### src/rtl/wsf_pkg.sv
package wsf_pkg;
   typedef enum logic [2:0] {
      SNS_LVL_LO = 3'b000,
      SNS_FALL   = 3'b010,
      SNS_LVL_HI = 3'b100,
      SNS_RISE   = 3'b110,
      SNS_BOTH   = 3'b111
   } sense_e;

   localparam int WORD_W = 32;
endpackage

### src/rtl/wsf_regs.sv
module wsf_regs
   import wsf_pkg::*;
#(
   parameter int N_PINS    = 126,
   parameter int AW        = 12,
   parameter int EN_BASE   = 'h010,
   parameter int CFG_BASE  = 'h110,
   parameter int STAT_BASE = 'h400
) (
   input  logic                clk,
   input  logic                rst_n,
   input  logic                we,
   input  logic [AW-1:0]       addr,
   input  logic [WORD_W-1:0]   wdata,
   output logic [WORD_W-1:0]   rdata,
   input  logic [N_PINS-1:0]   pend,
   output logic [N_PINS-1:0]   en_vec,
   output logic [3*N_PINS-1:0] cfg_flat,
   output logic [N_PINS-1:0]   clr_vec
);
   localparam int NB   = (N_PINS + WORD_W - 1) / WORD_W;
   localparam int PADW = NB * WORD_W;
   localparam logic [PADW-1:0] LIVE = PADW'({N_PINS{1'b1}});

   logic [PADW-1:0]     en_q;
   logic [3*N_PINS-1:0] cfg_q;
   logic [PADW-1:0]     clr_pad;
   logic [PADW-1:0]     pend_pad;

   assign pend_pad = PADW'(pend);

   always_ff @(posedge clk or negedge rst_n) begin
      if (!rst_n) begin
         en_q  <= '0;
         cfg_q <= '0;
      end else if (we) begin
         for (int b = 0; b < NB; b++)
            if (addr == AW'(EN_BASE + 4*b))
               en_q[b*WORD_W +: WORD_W] <= wdata & LIVE[b*WORD_W +: WORD_W];
         for (int p = 0; p < N_PINS; p++)
            if (addr == AW'(CFG_BASE + 4*p))
               cfg_q[3*p +: 3] <= wdata[2:0];
      end
   end

   always_comb begin
      clr_pad = '0;
      if (we)
         for (int b = 0; b < NB; b++)
            if (addr == AW'(STAT_BASE + 4*b))
               clr_pad[b*WORD_W +: WORD_W] = wdata;
   end

   always_comb begin
      rdata = '0;
      for (int b = 0; b < NB; b++) begin
         if (addr == AW'(EN_BASE + 4*b))   rdata = en_q[b*WORD_W +: WORD_W];
         if (addr == AW'(STAT_BASE + 4*b)) rdata = pend_pad[b*WORD_W +: WORD_W];
      end
      for (int p = 0; p < N_PINS; p++)
         if (addr == AW'(CFG_BASE + 4*p)) rdata = {29'b0, cfg_q[3*p +: 3]};
   end

   assign en_vec   = en_q[N_PINS-1:0];
   assign cfg_flat = cfg_q;
   assign clr_vec  = clr_pad[N_PINS-1:0];
endmodule

### src/rtl/wsf_lane.sv
module wsf_lane
   import wsf_pkg::*;
#(
   parameter int SYNC_STAGES = 2
) (
   input  logic       clk,
   input  logic       rst_n,
   input  logic       pin_async,
   input  logic       en,
   input  logic [2:0] cfg,
   input  logic       ack,
   input  logic       clr,
   output logic       pend
);
   logic [SYNC_STAGES:0] sh;
   logic cur, prev, keep, nxt;

   always_ff @(posedge clk or negedge rst_n) begin
      if (!rst_n) sh <= '0;
      else        sh <= {sh[SYNC_STAGES-1:0], pin_async};
   end

   assign cur  = sh[SYNC_STAGES-1];
   assign prev = sh[SYNC_STAGES];
   assign keep = pend & ~(ack | clr);

   always_comb begin
      case (cfg)
         SNS_LVL_LO: nxt = ~cur;
         SNS_LVL_HI: nxt = cur;
         SNS_FALL:   nxt = (prev & ~cur) | keep;
         SNS_RISE:   nxt = (~prev & cur) | keep;
         SNS_BOTH:   nxt = (prev ^ cur) | keep;
         default:    nxt = 1'b0;
      endcase
      if (!en) nxt = 1'b0;
   end

   always_ff @(posedge clk or negedge rst_n) begin
      if (!rst_n) pend <= 1'b0;
      else        pend <= nxt;
   end
endmodule

### src/rtl/wsf_wake.sv
module wsf_wake (
   input  logic clk,
   input  logic rst_n,
   input  logic pwr_good,
   input  logic any_pend,
   output logic wake_req
);
   always_ff @(posedge clk or negedge rst_n) begin
      if (!rst_n)        wake_req <= 1'b0;
      else if (pwr_good) wake_req <= 1'b0;
      else               wake_req <= wake_req | any_pend;
   end
endmodule

### src/rtl/wake_sense_front.sv
module wake_sense_front
   import wsf_pkg::*;
#(
   parameter int N_PINS      = 126,
   parameter int AW          = 12,
   parameter int SYNC_STAGES = 2,
   parameter int EN_BASE     = 'h010,
   parameter int CFG_BASE    = 'h110,
   parameter int STAT_BASE   = 'h400
) (
   input  logic              clk,
   input  logic              rst_n,
   input  logic [N_PINS-1:0] pin_i,
   input  logic [N_PINS-1:0] ack_i,
   input  logic              pwr_good_i,
   input  logic              bus_we_i,
   input  logic [AW-1:0]     bus_addr_i,
   input  logic [31:0]       bus_wdata_i,
   output logic [31:0]       bus_rdata_o,
   output logic [N_PINS-1:0] irq_o,
   output logic              wake_req_o
);
   localparam int NB = (N_PINS + WORD_W - 1) / WORD_W;

   if (N_PINS < 1 || N_PINS > 126) begin : g_bad_pins
      $error("wake_sense_front: N_PINS out of range");
   end
   if (SYNC_STAGES < 2) begin : g_bad_sync
      $error("wake_sense_front: SYNC_STAGES below 2");
   end
   if (CFG_BASE < EN_BASE + 4*NB || STAT_BASE < CFG_BASE + 4*N_PINS ||
       STAT_BASE + 4*NB > (1 << AW)) begin : g_bad_map
      $error("wake_sense_front: register groups overlap or exceed AW");
   end

   logic [N_PINS-1:0]   en_vec;
   logic [N_PINS-1:0]   clr_vec;
   logic [N_PINS-1:0]   pend_vec;
   logic [3*N_PINS-1:0] cfg_flat;

   wsf_regs #(
      .N_PINS(N_PINS), .AW(AW), .EN_BASE(EN_BASE),
      .CFG_BASE(CFG_BASE), .STAT_BASE(STAT_BASE)
   ) u_regs (
      .clk(clk), .rst_n(rst_n), .we(bus_we_i), .addr(bus_addr_i),
      .wdata(bus_wdata_i), .rdata(bus_rdata_o), .pend(pend_vec),
      .en_vec(en_vec), .cfg_flat(cfg_flat), .clr_vec(clr_vec)
   );

   for (genvar p = 0; p < N_PINS; p++) begin : g_lane
      wsf_lane #(.SYNC_STAGES(SYNC_STAGES)) u_lane (
         .clk(clk), .rst_n(rst_n), .pin_async(pin_i[p]), .en(en_vec[p]),
         .cfg(cfg_flat[3*p +: 3]), .ack(ack_i[p]), .clr(clr_vec[p]),
         .pend(pend_vec[p])
      );
   end

   wsf_wake u_wake (
      .clk(clk), .rst_n(rst_n), .pwr_good(pwr_good_i),
      .any_pend(|pend_vec), .wake_req(wake_req_o)
   );

   assign irq_o = pend_vec & {N_PINS{pwr_good_i}};
endmodule

### config.mk
export PLATFORM = sky130hd
export DESIGN_NAME = wake_sense_front
export DESIGN_NICKNAME = d
export VERILOG_FILES = /design/src/rtl/wsf_pkg.sv /design/src/rtl/wsf_regs.sv /design/src/rtl/wsf_lane.sv /design/src/rtl/wsf_wake.sv /design/src/rtl/wake_sense_front.sv
export SDC_FILE = /design/constraint.sdc
export NUM_CORES = 2
export LEC_CHECK = 0
export BUFFER_PORTS_ARGS = -buffer_cell sky130_fd_sc_hd__buf_4
export CORE_MARGIN = 3
export CORE_UTILIZATION = 25
export CTS_CLUSTER_DIAMETER = 40
export DETAILED_ROUTE_END_ITERATION = 10
export SYNTH_ARGS = -nofsm -noshare
export SYNTH_HDL_FRONTEND = slang
export SYNTH_SLANG_ARGS = --single-unit
export TNS_END_PERCENT = 100
### constraint.sdc
create_clock -name clk -period 2.9 [get_ports clk]
set_input_delay 0.435 -clock clk [delete_from_list [all_inputs] [get_ports clk]]
set_output_delay 0.435 -clock clk [all_outputs]
set_load 0.02 [all_outputs]
==> results.cfg <==
[routing]
avgViaCountPerCell = 5.20
wirelength_um = 262000
drt.antenna.violating_nets = 0
firstDrtPassIters = 6
first_iter_violations = 5170
avgRoutedWirePerCell_um = 26.9
dr_total_vias = 50600
drc = 0

[power_and_ir_drop]
total_switching_power_w = 0.0106
powerDensity_nw_per_um2 = 524
power.combinational.fraction_pct = 7.1
internal_power_w = 0.0293
power.share.switching_pct = 26.6
vdd.ir_drop.worst_uv = 642
p_clk_share_pct = 56.0
p_leak_nw = 36.1
pwr-share-seq_pct = 36.9

[clocking]
cts_made_buffers = 181
cts.root.buffer_cell = clkbuf_16
tritoncts = yes
clkSlewWorstSetupHoldPaths_ps = 60
clk_path_buf_depth = 3
cts_sinks = 1009
clk-insertion-delay-late_ps = 850
cts_htree_levels = 4

[global_route]
initial_antenna_violation_count = 32
via_count_of_the_first_global_routing_pass = 50700
grt_start_max_net_pins = 116
grt_usage_pct = 23.5
first_pass_grt_wire_length_um = 368000
grt_overflow = 0

[logic_synthesis]
syn-mean-instance-area_um2 = 9.83
synth_async_sr_flop_share_pct = 100
ys.warnings.count = 0
synthesis.nets = 5870
synth_edf_count = 0
syn_area_um2 = 52300
synth-seq-cells = 1009
post_synth_inst_count = 5318
yosys.cell_types.count = 82
dominantRegCellSynth = dfrtp_1
sequential_fraction_of_the_synthesis_area_pct = 48.3

[setup_path]
path_max_fanout = 14
critical_path_class = primary input to output port
r2r-start = g_lane[54].u_lane.pend
worstPathRequired_ps = 2470
worst_r2r_endpoint = u_wake.wake_req
setup.reg_to_reg.worst_slack_ps = 120
reg2regPathDepth = 7
critical_path.startpoint_type = primary input
critPathLaunch = bus_addr_i[3]
endpoint = bus_rdata_o[2]
timing.critical_path.arrival_ps = 3600
setup.worst_path.end_class = output port

[layout]
post-route-cell-area_um2 = 76100
layout.cells.most_common_list = buf_4 (1103), dfrtp_1 (1006), nor2_1 (669), mux2_2 (515), o21ai_0 (426)
layout.cells.most_common = buf_4
layout-drive-gt1-share_pct = 32.9
areaGrowthSynthToFinish_pct = 45.4
nets = 7335

[flow_run]
max_cap_viol_count = 0

[floorplanning]
initial_utilization_pct = 25.2
num_io_pins = 459
die_area_um2 = 215000
chipHeight_um = 463
num_rows = 167
chipWidth_um = 463
placeableCoreArea_um2 = 207000

[place]
gpl.final_weighted_congestion = 1.00
dpl.hpwl_um = 198000
numPortBuffers = 458
detailed_place.area_um2 = 64700

[timing]
fin_ws_ps = -1140
fmax_mhz = 248
timing.final.crit_share_pct = 139
final_layout_setup_total_negative_slack_ps = -13660
hold_viol = 0
max_slew_margin_pct = 46.6
tightestPinTransition_ps = 791
slew_violations = 0
grt_setup_unrepaired = true
finalHoldWorstSlack_ps = 50.6
final-setup-viol-count = 32
period_needed_ps = 4040
skew_ps = 68.5

[outcome]
outcome = finished, violations left
violations = negative setup slack

[worst_hold_path]
min_path_type = primary input to flop
[flip-flops by register name, summed over array words and instances (netlist names)]
name and count:
u_regs.cfg_flat 378, u_regs.en_q 126, g_lane.u_lane.sh 378, u_wake.wake_req 1, g_lane.u_lane.pend 126
[layer usage]
| metal | wire length [um] | global-route usage [%] | up-vias |
|---|---|---|---|
| li1 | - | - | 21900 |
| met3 | 22100 | 4.88 | 544 |
| met5 | 106 | 0 | - |
| met4 | 12800 | 10.0 | 18 |
| met1 | 113000 | 32.1 | 25700 |
| met2 | 114000 | 35.7 | 2500 |
[worst min-delay path by stage]
stage / from / to / slack (ps) / cells past startpoint
3_5_place_dp: g_lane[0].u_lane.sh[0] / g_lane[0].u_lane.sh[1] / 330 / 0
5_1_grt: ack_i[77] / g_lane[77].u_lane.pend / 30 / 4
6_report: ack_i[125] / g_lane[125].u_lane.pend / 50 / 4
2_1_floorplan: rst_n / g_lane[0].u_lane.pend / 140 / 0
4_1_cts: ack_i[52] / g_lane[52].u_lane.pend / 0.1 / 4
3_3_place_gp: g_lane[93].u_lane.sh[0] / g_lane[93].u_lane.sh[1] / 330 / 0
[kinds of logic after synthesis]
family | after synthesis | share of synthesized area, %
AND/OR/NAND/NOR | 1696 | 14.8
buffers and inverters | 655 | 4.88
multiplexers | 531 | 11.4
AO/OA/AOI/OAI | 1175 | 14.5
adder cells (fa/ha/maj) | 252 | 6.03
flip-flops | 1009 | 48.3
[power by group through the flow]
stage | Combinational (W) | Clock [W] | Sequential (W)
6_report | 0.00284 | 0.0223 | 0.0147
5_1_grt | 0.00309 | 0.0234 | 0.0147
3_3_place_gp | 0.00234 | 0 | 0.0149
2_1_floorplan | 0.000902 | 0 | 0.0148
4_1_cts | 0.00279 | 0.0227 | 0.0147
3_5_place_dp | 0.00243 | 0 | 0.0149
[metrics by stage]
stage	setup WS, ps	instances	power, W	utilization, %
floorplan	-234	5318	0.0157	-
global placement	-1630	9047	0.0173	31.2
detailed placement	-1690	9047	0.0174	31.2
CTS	-1110	9688	0.0402	36.1
global route	-1100	9738	0.0412	36.6
finish	-1140	9748	0.0399	36.7
[synthesized netlist by cell type, types with 10 or more instances]
| master | n | area (um^2) |
|---|---|---|
| a211oi_1 | 16 | 120 |
| a21oi_1 | 88 | 440 |
| a221oi_1 | 40 | 350 |
| a222oi_1 | 12 | 120 |
| a22o_1 | 40 | 350 |
| a22oi_1 | 202 | 1520 |
| a31oi_1 | 137 | 857 |
| a32oi_1 | 17 | 149 |
| and2_1 | 139 | 870 |
| buf_1 | 33 | 124 |
| buf_2 | 47 | 235 |
| clkbuf_1 | 182 | 683 |
| dfrtp_1 | 1009 | 25200 |
| ha_1 | 252 | 3150 |
| inv_1 | 385 | 1450 |
| mux2_2 | 516 | 5810 |
| mux2i_1 | 13 | 130 |
| nand2_1 | 427 | 1600 |
| nand3_1 | 233 | 1170 |
| nand3b_1 | 10 | 75.1 |
| nand4_1 | 23 | 144 |
| nor2_1 | 680 | 2550 |
| nor2b_1 | 10 | 62.6 |
| nor3_1 | 41 | 205 |
| nor4_1 | 47 | 294 |
| o211ai_1 | 18 | 135 |
| o21ai_0 | 433 | 2170 |
| o221ai_1 | 15 | 131 |
| o22ai_1 | 52 | 325 |
| o32ai_1 | 15 | 131 |
| or3_1 | 12 | 75.1 |
[worst max-delay path: stages]
cell	delay, ps
buf_12	120
buf_12	130
or4b_4	570
buf_12	190
nor2_4	190
buf_4	150
buf_4	120
buf_12	130
a221o_1	270
a311oi_4	130
o211ai_1	100
buf_4	160
a2111oi_4	60
a211oi_4	580
buf_6	200
[repair_timing]
item / in CTS / in global routing
hold buffers: 279 / 0
pin swaps: 23 / 61
gates resized for setup: 124 / 172
cloned: 3 / 4
endpoints found under the setup margin: 34 / 32
setup buffers: 19 / 39
hold endpoints to repair: 383 / 0
[final cells by class]
class / instances / area [um^2]
antenna: 19 / 47.5
clock buffer: 202 / 4670
tap: 2788 / 3490
timing repair buffer: 1551 / 13800
sequential: 1009 / 25300
fill: 20600 / 131000
clock inverter: 139 / 1830
inverter: 386 / 1450
multi-input combinational: 3654 / 25500
Power figures use the tool's default switching activity.
